[config.mk]
export PLATFORM = sky130hd
export DESIGN_NAME = txlvl_sel
export DESIGN_NICKNAME = d
export VERILOG_FILES = /design/src/rtl/txlvl_pkg.sv /design/src/rtl/txlvl_regfile.sv /design/src/rtl/txlvl_pick.sv /design/src/rtl/txlvl_hold.sv /design/src/rtl/txlvl_sel.sv
export SDC_FILE = /design/constraint.sdc
export NUM_CORES = 1
export LEC_CHECK = 0
export BUFFER_PORTS_ARGS = -buffer_cell sky130_fd_sc_hd__buf_4
export CAP_MARGIN = 20
export CORE_MARGIN = 1
export CORE_UTILIZATION = 39
export CTS_BUF_LIST = sky130_fd_sc_hd__clkbuf_4 sky130_fd_sc_hd__clkbuf_8
export DETAILED_ROUTE_END_ITERATION = 8
export GPL_TIMING_DRIVEN = 0
export SKIP_LAST_GASP = 1
export SLEW_MARGIN = 20
export SYNTH_ARGS = -nofsm -noshare
export SYNTH_HDL_FRONTEND = slang
export SYNTH_SLANG_ARGS = --single-unit
export TNS_END_PERCENT = 20
[constraint.sdc]
create_clock -name clk_i -period 2.45 [get_ports clk_i]
set_clock_uncertainty 0.2 [all_clocks]
set_input_delay 0.49 -clock clk_i [delete_from_list [all_inputs] [get_ports clk_i]]
set_output_delay 0.49 -clock clk_i [all_outputs]
set_load 0.005 [all_outputs]
[src/rtl/txlvl_pkg.sv]
package txlvl_pkg;
  typedef enum logic {
    XF_IDLE = 1'b0,
    XF_BUSY = 1'b1
  } xfer_state_e;
endpackage

[src/rtl/txlvl_regfile.sv]
module txlvl_regfile #(
  parameter int NUM_LAYERS = 4,
  parameter int CODE_W     = 4,
  localparam int LSEL_W    = $clog2(NUM_LAYERS),
  localparam logic [CODE_W-1:0] MAX_CODE = {CODE_W{1'b1}}
) (
  input  logic                               clk_i,
  input  logic                               rst_ni,
  input  logic                               we_i,
  input  logic [LSEL_W-1:0]                  wr_layer_i,
  input  logic [CODE_W-1:0]                  wr_code_i,
  input  logic                               busy_i,
  input  logic                               act_v_i,
  input  logic [LSEL_W-1:0]                  act_layer_i,
  input  logic                               xfer_end_i,
  output logic [NUM_LAYERS-1:0][CODE_W-1:0]  codes_o,
  output logic                               order_err_o
);
  logic              hit;
  logic              commit;
  logic [CODE_W-1:0] commit_code;
  logic              pend_v_q;
  logic [CODE_W-1:0] pend_code_q;

  // write aimed at the register the running burst came from
  assign hit         = we_i & busy_i & act_v_i & (wr_layer_i == act_layer_i);
  assign commit      = xfer_end_i & (pend_v_q | hit);
  assign commit_code = hit ? wr_code_i : pend_code_q;

  always_ff @(posedge clk_i or negedge rst_ni) begin
    if (!rst_ni) begin
      pend_v_q    <= 1'b0;
      pend_code_q <= '0;
    end else if (xfer_end_i) begin
      pend_v_q    <= 1'b0;
    end else if (hit) begin
      pend_v_q    <= 1'b1;
      pend_code_q <= wr_code_i;
    end
  end

  for (genvar g = 0; g < NUM_LAYERS; g++) begin : g_layer
    logic [CODE_W-1:0] code_q;
    always_ff @(posedge clk_i or negedge rst_ni) begin
      if (!rst_ni) begin
        code_q <= MAX_CODE;
      end else if (commit && act_layer_i == LSEL_W'(g)) begin
        code_q <= commit_code;
      end else if (we_i && !hit && wr_layer_i == LSEL_W'(g)) begin
        code_q <= wr_code_i;
      end
    end
    assign codes_o[g] = code_q;
  end

  always_comb begin
    order_err_o = 1'b0;
    for (int i = 0; i < NUM_LAYERS - 1; i++) begin
      if (codes_o[i] > codes_o[i+1]) order_err_o = 1'b1;
    end
  end
endmodule

[src/rtl/txlvl_pick.sv]
module txlvl_pick #(
  parameter int NUM_LAYERS = 4,
  parameter int CODE_W     = 4,
  parameter int IDX_W      = 3,
  localparam int LSEL_W    = $clog2(NUM_LAYERS),
  localparam logic [CODE_W-1:0] MAX_CODE = {CODE_W{1'b1}}
) (
  input  logic [NUM_LAYERS-1:0][CODE_W-1:0] codes_i,
  input  logic [IDX_W-1:0]                  layer_i,
  input  logic                              bcast_i,
  output logic [CODE_W-1:0]                 level_o,
  output logic                              err_o,
  output logic                              src_v_o,
  output logic [LSEL_W-1:0]                 src_layer_o
);
  logic oor;
  assign oor = int'(layer_i) >= NUM_LAYERS;

  always_comb begin
    level_o     = MAX_CODE;
    err_o       = 1'b0;
    src_v_o     = 1'b0;
    src_layer_o = '0;
    if (bcast_i) begin
      // every layer must hear it: farthest layer sets the level
      src_layer_o = LSEL_W'(NUM_LAYERS - 1);
      src_v_o     = 1'b1;
      level_o     = codes_i[NUM_LAYERS-1];
    end else if (oor) begin
      err_o       = 1'b1;
    end else begin
      src_layer_o = layer_i[LSEL_W-1:0];
      src_v_o     = 1'b1;
      level_o     = codes_i[layer_i[LSEL_W-1:0]];
    end
  end
endmodule

[src/rtl/txlvl_hold.sv]
module txlvl_hold
  import txlvl_pkg::*;
#(
  parameter int NUM_LAYERS = 4,
  parameter int CODE_W     = 4,
  localparam int LSEL_W    = $clog2(NUM_LAYERS)
) (
  input  logic              clk_i,
  input  logic              rst_ni,
  input  logic              start_i,
  input  logic              xfer_end_i,
  input  logic [CODE_W-1:0] pick_level_i,
  input  logic              pick_err_i,
  input  logic              pick_src_v_i,
  input  logic [LSEL_W-1:0] pick_src_i,
  output logic              busy_o,
  output logic [CODE_W-1:0] level_o,
  output logic              idx_err_o,
  output logic              act_v_o,
  output logic [LSEL_W-1:0] act_layer_o
);
  xfer_state_e state_q;

  always_ff @(posedge clk_i or negedge rst_ni) begin
    if (!rst_ni) begin
      state_q     <= XF_IDLE;
      level_o     <= '0;
      idx_err_o   <= 1'b0;
      act_v_o     <= 1'b0;
      act_layer_o <= '0;
    end else if (state_q == XF_IDLE && start_i) begin
      state_q     <= XF_BUSY;
      level_o     <= pick_level_i;
      idx_err_o   <= pick_err_i;
      act_v_o     <= pick_src_v_i;
      act_layer_o <= pick_src_i;
    end else if (xfer_end_i) begin
      state_q     <= XF_IDLE;
      level_o     <= '0;
      idx_err_o   <= 1'b0;
      act_v_o     <= 1'b0;
    end
  end

  assign busy_o = (state_q == XF_BUSY);
endmodule

[src/rtl/txlvl_sel.sv]
module txlvl_sel #(
  parameter int NUM_LAYERS = 4,
  parameter int CODE_W     = 4,
  parameter int IDX_W      = 3,
  localparam int LSEL_W    = $clog2(NUM_LAYERS)
) (
  input  logic              clk_i,
  input  logic              rst_ni,
  input  logic              cfg_we_i,
  input  logic [LSEL_W-1:0] cfg_layer_i,
  input  logic [CODE_W-1:0] cfg_code_i,
  input  logic              req_start_i,
  input  logic [IDX_W-1:0]  req_layer_i,
  input  logic              req_bcast_i,
  input  logic              req_end_i,
  output logic [CODE_W-1:0] level_o,
  output logic              busy_o,
  output logic              idx_err_o,
  output logic              order_err_o
);
  logic [NUM_LAYERS-1:0][CODE_W-1:0] codes_w;
  logic [CODE_W-1:0] pick_level;
  logic              pick_err;
  logic              pick_src_v;
  logic [LSEL_W-1:0] pick_src;
  logic              act_v;
  logic [LSEL_W-1:0] act_layer;
  logic              xfer_end;

  assign xfer_end = busy_o & req_end_i;

  txlvl_regfile #(.NUM_LAYERS(NUM_LAYERS), .CODE_W(CODE_W)) regfile_i (
    .clk_i       (clk_i),
    .rst_ni      (rst_ni),
    .we_i        (cfg_we_i),
    .wr_layer_i  (cfg_layer_i),
    .wr_code_i   (cfg_code_i),
    .busy_i      (busy_o),
    .act_v_i     (act_v),
    .act_layer_i (act_layer),
    .xfer_end_i  (xfer_end),
    .codes_o     (codes_w),
    .order_err_o (order_err_o)
  );

  txlvl_pick #(.NUM_LAYERS(NUM_LAYERS), .CODE_W(CODE_W), .IDX_W(IDX_W)) pick_i (
    .codes_i     (codes_w),
    .layer_i     (req_layer_i),
    .bcast_i     (req_bcast_i),
    .level_o     (pick_level),
    .err_o       (pick_err),
    .src_v_o     (pick_src_v),
    .src_layer_o (pick_src)
  );

  txlvl_hold #(.NUM_LAYERS(NUM_LAYERS), .CODE_W(CODE_W)) hold_i (
    .clk_i        (clk_i),
    .rst_ni       (rst_ni),
    .start_i      (req_start_i),
    .xfer_end_i   (xfer_end),
    .pick_level_i (pick_level),
    .pick_err_i   (pick_err),
    .pick_src_v_i (pick_src_v),
    .pick_src_i   (pick_src),
    .busy_o       (busy_o),
    .level_o      (level_o),
    .idx_err_o    (idx_err_o),
    .act_v_o      (act_v),
    .act_layer_o  (act_layer)
  );
endmodule

==> qor.csv, run 1 <==
metric,value,unit
status,"complete, but fails checks",
failed_checks,setup timing,
ys.flop_type,dfstp_2,
syn-num-nets,212,
utilization,48.0,%
core_area,5070,sq um
synth_area_leaders,"dfstp_2 (21%), dfrtp_1 (17%), mux2i_1 (16%)",
ys_ff_latch,30,
start_util,40.3,%
drc,0,
overflow,0,
cts-root-buf,clkbuf_8,
ys_seq_area_share,37.7,%
synth_top_area_cell,dfstp_2,
final_cell_mix,"mux2i_1 (33), buf_4 (21), dfstp_2 (16)",
syn_inst,185,
cts_tree,built,
ant_nets,0,
cp_slowest_cell,dfstp_2,
worstMarginPinSlew,0.674,ns
cts.path.max_buffers,2,
ioPinCount,22,
max-vdd-ir-drop,0.000437,V
grt_max_degree,31,
fmax,376,MHz
dp_hpwl,3.32,mm
htree_num_levels,2,
p_leak,1.06,nW
antenna_found_initial,0,
power_density,861,nW/um^2
wl_per_cell,15.4,um
ys_types,38,
diodes,0,
setup_viol_count_final,1,
syn_area,2050,sq um
maxCapViolations,0,
rsz0062_at_grt,yes,
path_clk_slew,0.06,ns
hold_viol,0,
fp.dieH,74.4,um
max_stage_delay,0.60,ns
rows,26,
grt_pass1_vias,1383,
ys_warn_count,0,
nets,241,
drt_iter0_drc,95,
crit_chain,"inv_2, ha_4, nor2b_1, o21ai_1, a21oi_1, or3_1, buf_4",
period_needed,2.66,ns
critical_path.top_delay_family,flip-flops,
finalCritPeriodShare,109,%
crit_type,reg -> out,
setup_ws,-0.210,ns
grt_pass1_wl,7.25,mm
hold_path.class,in -> reg,
portBuffers,19,
synth_edf_count,0,
cts_made_buffers,5,
async_flop_share,100,%
regArea,771,sq um
tns,-0.210,ns
worst-path-buf-inv,2,
total_power,2.10,mW
drv_slew,0,
drive_gt1_share,33.5,%
clock_latency,0.28,ns
detail_route.wirelength,4.39,mm
cp_data_required_time,1.76,ns
slew_headroom,54.9,%
die_area,5540,sq um
critPathMaxFanout,4,
multi_input_area,1200,sq um
drt-pass1-iter-count,4,
vias,1471,
syn_area_per_cell,11.1,sq um
synth_top_area_share,20.5,%
grt_usage,18.2,%
via_per_inst,5.16,
final_common_cell,mux2i_1,
finalNonFillerCells,285,
arrival,1.97,ns
area_delta_synth_final,18.9,%
cts_sinks,30,
fp.dieW,74.4,um
end_kind,output port,
gp_congestion,0.798,
placed_cells,274,
critPathLaunchType,flip-flop,
fillers,500,
-- worst reg2reg max path: stages, from the launching register on --
cell and delay [ns]:
dfrtp_1 0.44, and2_4 0.20, and3_1 0.16, o211ai_1 0.48, mux2i_1 0.27
-- synthesized netlist by cell type, drive strengths merged, types with 4 or more instances --
| master | n |
|---|---|
| mux4 | 4 |
| nor2 | 8 |
| dfstp | 16 |
| inv | 17 |
| dfrtp | 14 |
| nand2 | 13 |
| mux2i | 37 |
| buf | 4 |
| ha | 12 |
| o21ai | 11 |
| a21oi | 12 |
| o31ai | 4 |
| nor2b | 4 |
-- kinds of logic after synthesis --
| group | after synthesis | share of synthesized area [%] |
|---|---|---|
| AOI/OAI and AO/OA | 37 | 12.3 |
| xor gates and xnor gates | 2 | 0.856 |
| adders and majority gates | 12 | 7.33 |
| buffers and inverters | 24 | 5.75 |
| DFF | 30 | 37.7 |
| muxes | 41 | 24.9 |
| and+or+nand+nor | 39 | 11.1 |
-- metal layers --
layer / part of all wire, % / routed length [um] / global-route usage (%)
met1: 51 / 2230 / 26.2
met2: 45 / 1950 / 26.8
met3: 3.6 / 158 / 3.66
met4: 1.0 / 45 / 6.92
met5: 0 / 0 / 0
-- repair_timing --
action | CTS | global route
resized for setup | 9 | 1
pin swaps | 8 | 1
hold buffers | 1 | 0
buffers inserted | 2 | 0
hold endpoints to repair | 14 | 0
setup endpoints to repair | 1 | 1
-- power breakdown --
part	total, mW	switching, mW	internal, mW
combinational	0.819	0.393	0.426
sequential	0.850	0.157	0.694
clock	0.428	0.190	0.237
total	2.10	0.740	1.36
-- flip-flops by register name (all words and copies together), names as in the netlist --
signal                    cells
hold_i.idx_err_o              1
hold_i.act_v_o                1
hold_i.busy_o                 1
hold_i.act_layer_o            2
regfile_i.g_layer.code_q     16
regfile_i.pend_v_q            1
hold_i.level_o                4
regfile_i.pend_code_q         4
-- layout make-up --
type	instances	area share, %
Buffer	7	2.21
Tap cell	70	3.60
Clock inverter	1	0.206
Multi-Input combinational cell	131	49.1
Clock buffer	7	3.70
Timing Repair Buffer	22	6.89
Sequential cell	30	31.7
Inverter	17	2.62
-- per-stage QoR --
step	setup slack, ns	cell area (sq um)	hold WS (ns)
6_report	-0.210	2430	0.201
5_1_grt	-0.278	2430	0.226
4_1_cts	-0.210	2430	0.201
3_5_place_dp	0.00260	2280	0.241
3_3_place_gp	0.0121	2280	0.242
2_1_floorplan	0.238	2050	-0.00559
-- final timing paths --
| kind | from | to | slack, ns | cells after the start |
|---|---|---|---|---|
| setup / recovery | regfile_i.g_layer[2].code_q[1] | order_err_o | -0.21 | 7 |
| hold / removal | req_end_i | hold_i.busy_o | 0.20 | 2 |
| setup reg to reg | hold_i.busy_o | regfile_i.g_layer[0].code_q[3] | 0.63 | 4 |
| hold reg to reg | hold_i.level_o[3] | hold_i.level_o[3] | 0.26 | 2 |
| max in group asynchronous | rst_ni | regfile_i.g_layer[2].code_q[1] | 1.26 | 2 |
| min in group asynchronous | rst_ni | hold_i.level_o[1] | 0.47 | 2 |
Power figures use the tool's default switching activity.
==> inputs of run 2 (changes only) <==
==> constraint.sdc (replaced) <==
create_clock -name clk_i -period 2.45 [get_ports clk_i]
set_clock_uncertainty 0.2 [all_clocks]
set_input_delay 0.49 -clock clk_i [delete_from_list [all_inputs] [get_ports clk_i]]
set_output_delay 0.49 -clock clk_i [all_outputs]
set_load 0.05 [all_outputs]
==> run 2 against run 1 <==
The run still ends with setup timing left. Hold slack is the same. Clock-buffer cell count is the same. First-iteration DRC count is the same. Power grew 7.4%. Largest cell class unchanged. Largest power group is now combinational cells.
==> qor.csv, run 2 (synthesis results as in run 1) <==
metric,value,unit
fmax,370,MHz
placed_cells,274,
total_power,2.25,mW
fp.dieH,74.4,um
p_leak,1.06,nW
drt_iter0_drc,95,
finalNonFillerCells,285,
cts_sinks,30,
area_delta_synth_final,19.1,%
setup_ws,-0.254,ns
max-vdd-ir-drop,0.000437,V
nets,241,
diodes,0,
whs,0.201,ns
dp_hpwl,3.32,mm
core_area,5070,sq um
failed_checks,setup timing,
period_needed,2.70,ns
drc,0,
ant_nets,0,
maxCapViolations,0,
tns,-0.254,ns
cp_data_required_time,1.76,ns
cts.path.max_buffers,2,
rows,26,
setup_viol_count_final,1,
cts_made_buffers,5,
grt_pass1_vias,1383,
crit_type,reg -> out,
utilization,48.1,%
path_clk_slew,0.06,ns
largest_reg_flops,16,
drt-pass1-iter-count,4,
reg.largest.list,"regfile_i.g_layer.code_q (16), hold_i.level_o (4), regfile_i.pend_code_q (4)",
grt_usage,18.2,%
hold_path.class,in -> reg,
wl_per_cell,15.4,um
slew_headroom,54.9,%
dp_slack,-0.0532,ns
worstMarginPinSlew,0.674,ns
htree_num_levels,2,
drv_slew,0,
critPathMaxFanout,4,
start_util,40.3,%
cts-root-buf,clkbuf_8,
via_per_inst,5.16,
critPathLaunchType,flip-flop,
final_common_cell,mux2i_1,
cts_tree,built,
place_area,2280,sq um
vias,1471,
portBuffers,19,
power_density,923,nW/um^2
detail_route.wirelength,4.39,mm
final_cell_mix,"mux2i_1 (33), buf_4 (20), dfstp_2 (16)",
drive_gt1_share,33.5,%
gp_congestion,0.798,
finalCritPeriodShare,110,%
regMostFlops,regfile_i.g_layer.code_q,
end_kind,output port,
hold_viol,0,
grt_pass1_wl,7.25,mm
clock_latency,0.28,ns
die_area,5540,sq um
arrival,2.01,ns
overflow,0,
fp.dieW,74.4,um
grt_max_degree,31,
ff2ff_setup_slack,0.63,ns
ioPinCount,22,
status,"complete, but fails checks",
antenna_found_initial,0,
final_area,2440,sq um
rsz0062_at_grt,yes,
==> run 2: final timing paths <==
path / start / to / cells past startpoint
max: regfile_i.g_layer[2].code_q[1] / order_err_o / 7
min: req_end_i / hold_i.busy_o / 2
max reg2reg: hold_i.busy_o / regfile_i.g_layer[0].code_q[3] / 4
min reg2reg: hold_i.level_o[3] / hold_i.level_o[3] / 2
max in group asynchronous: rst_ni / regfile_i.g_layer[2].code_q[1] / 2
min in group asynchronous: rst_ni / hold_i.level_o[1] / 2
==> run 2: final cells by class <==
class	count	area (sq um)
Fill cell	500	2640
Clock inverter	1	5.00
Sequential cell	30	771
Buffer	7	53.8
Multi-Input combinational cell	131	1200
Inverter	17	63.8
Tap cell	70	87.6
Timing Repair Buffer	22	171
Clock buffer	7	90.1
==> run 2: routing by layer <==
metal / track usage (%) / routed length, um / vias to the layer above
li1: - / - / 733
met1: 26.2 / 2230 / 708
met2: 26.8 / 1950 / 25
met3: 3.66 / 158 / 5
met4: 6.92 / 45 / 0
met5: 0 / 0 / -
==> run 2: timing repair <==
item	4_1_cts	5_1_grt
hold endpoints to repair	14	0
setup endpoints to repair	1	1
buffers inserted	2	0
hold buffers	1	0
pin swaps	8	1
gates resized for setup	10	1
==> run 2: power by group <==
| group | internal, mW | switching, mW | leakage [nW] |
|---|---|---|---|
| registers | 0.694 | 0.157 | 0.333 |
| clock network | 0.237 | 0.190 | 0.0517 |
| logic | 0.442 | 0.532 | 0.679 |
==> run 2: worst max-delay path: stages, from the launching register on <==
cell	delay [ns]
dfstp_2	0.60
inv_2	0.07
ha_4	0.21
nor2b_1	0.12
o21ai_1	0.13
a21oi_1	0.08
or3_1	0.36
buf_6	0.16
==> inputs of run 3 (changes only) <==
==> constraint.sdc (replaced) <==
create_clock -name clk_i -period 2.75 [get_ports clk_i]
set_clock_uncertainty 0.2 [all_clocks]
set_input_delay 0.55 -clock clk_i [delete_from_list [all_inputs] [get_ports clk_i]]
set_output_delay 0.55 -clock clk_i [all_outputs]
set_load 0.05 [all_outputs]
==> run 3 against run 2 <==
The flow finishes with violations (hold timing, setup timing). Sequential share of layout area rose by 0.13 points. Combinational power shrank 11%. Setup slack better by 0.24 ns. Via count is 0.68% lower. Final area shrank 0.41%. Global-route usage is essentially flat. Non-clock buffer count is 1 lower. Cell count fell by 0.35%. Sequential power down 11%. Critical path depth is the same. First-iteration DRC count is 12% lower. Register-to-register slack gained 0.30 ns. Critical path type unchanged. Critical endpoint unchanged.
==> qor.csv, run 3 (synthesis results as in run 1) <==
metric,value,unit
fillers,501,
cp_data_required_time,2.00,ns
vias,1461,
hold_viol,14,
drc,0,
setup_viol_count_final,1,
cts.path.max_buffers,2,
final_cell_mix,"mux2i_1 (33), buf_4 (20), dfstp_2 (16)",
cts-root-buf,clkbuf_8,
rsz0062_at_grt,yes,
multi_input_area,1200,sq um
ant_nets,0,
slew_headroom,55.0,%
place_area,2280,sq um
htree_num_levels,2,
detail_route.wirelength,4.40,mm
maxCapViolations,0,
fmax,362,MHz
grt_pass1_wl,7.23,mm
diodes,0,
grt_usage,18.1,%
final_common_cell,mux2i_1,
clock_latency,0.28,ns
grt_pass1_vias,1384,
worstMarginPinSlew,0.672,ns
drt-pass1-iter-count,4,
largest_reg_flops,16,
regArea,771,sq um
ioPinCount,22,
crit_start,regfile_i.g_layer[2].code_q[1],
critPathMaxFanout,4,
path_clk_slew,0.06,ns
die_area,5540,sq um
wl_per_cell,15.5,um
antenna_found_initial,0,
p_leak,1.06,nW
via_per_inst,5.14,
hold_path.class,in -> async,
setup_ws,-0.0119,ns
arrival,2.01,ns
core_area,5070,sq um
cts_made_buffers,5,
critPathLaunchType,flip-flop,
fp.dieH,74.4,um
portBuffers,19,
area_delta_synth_final,18.6,%
period_needed,2.76,ns
tns,-0.0119,ns
r2r-start,hold_i.busy_o,
nets,240,
gp_congestion,0.798,
hold_buffers,0,
start_util,40.3,%
end_kind,output port,
reg.largest.list,"regfile_i.g_layer.code_q (16), hold_i.level_o (4), regfile_i.pend_code_q (4)",
cts_sinks,30,
max-vdd-ir-drop,0.000389,V
drv_slew,0,
finalCritPeriodShare,100,%
failed_checks,"hold timing, setup timing",
grt_max_degree,31,
whs,-0.0168,ns
power_density,826,nW/um^2
crit_type,reg -> out,
drt_iter0_drc,84,
overflow,0,
cts_tree,built,
dp_hpwl,3.32,mm
regMostFlops,regfile_i.g_layer.code_q,
fp.dieW,74.4,um
final_area,2430,sq um
rows,26,
dp_slack,0.187,ns
status,"complete, but fails checks",
drive_gt1_share,33.6,%
==> run 3: cell count changes in the layout (fill, tap and decap cells not counted), sizes merged <==
cell,change
dlygate4sd3,-1
==> run 3: layout make-up <==
class,count,area share [%]
Multi-Input combinational cell,131,49.3
Sequential cell,30,31.7
Timing Repair Buffer,21,6.65
Clock buffer,7,3.71
Tap cell,70,3.61
Inverter,17,2.63
Buffer,7,2.22
Clock inverter,1,0.206
==> run 3: metal layers <==
| layer | track usage (%) | share of wire, % | vias up |
|---|---|---|---|
| met5 | 0 | 0 | - |
| met4 | 6.92 | 1.4 | 0 |
| met3 | 3.66 | 3.4 | 7 |
| met2 | 26.8 | 44 | 30 |
| met1 | 26.2 | 52 | 694 |
| li1 | - | - | 730 |
==> run 3: final timing paths <==
check | to | slack, ns | depth (start not counted)
setup / recovery | order_err_o | -0.01 | 7
hold / removal | hold_i.level_o[1] | -0.02 | 1
setup reg to reg | regfile_i.g_layer[0].code_q[3] | 0.93 | 4
hold reg to reg | hold_i.level_o[3] | 0.26 | 2
max in group asynchronous | regfile_i.g_layer[3].code_q[0] | 2.04 | 1
min in group clk_i | hold_i.busy_o | 0.26 | 2
==> run 3: where the power goes <==
| group | internal, mW | switching (mW) | leakage [nW] | total (mW) |
|---|---|---|---|---|
| combinational | 0.393 | 0.474 | 0.675 | 0.867 |
| clock | 0.212 | 0.171 | 0.0517 | 0.383 |
| sequential | 0.618 | 0.139 | 0.333 | 0.757 |
| total | 1.22 | 0.785 | 1.06 | 2.01 |
==> run 3: critical path, stage by stage, from the launching register on <==
cell	delay, ns
dfstp_2	0.59
inv_2	0.07
ha_4	0.21
nor2b_1	0.12
o21ai_1	0.13
a21oi_1	0.08
or3_1	0.36
buf_6	0.16
==> run 3: repair_timing <==
item | 4_1_cts | 5_1_grt
setup buffers | 2 | 0
endpoints found under the setup margin | 1 | 1
gates resized for setup | 10 | 1
pin swaps | 8 | 1
==> run 3: metrics by stage <==
stage / util (%) / total power, mW / std cells / hold slack (ns)
global placement: 44.9 / 1.55 / 274 / 0.253
floorplan: - / 1.33 / 185 / 0.0544
detailed placement: 44.9 / 1.56 / 274 / 0.257
finish: 47.9 / 2.01 / 284 / -0.0168
CTS: 47.9 / 2.02 / 284 / 0.000220
global route: 47.9 / 2.15 / 284 / 0.0186
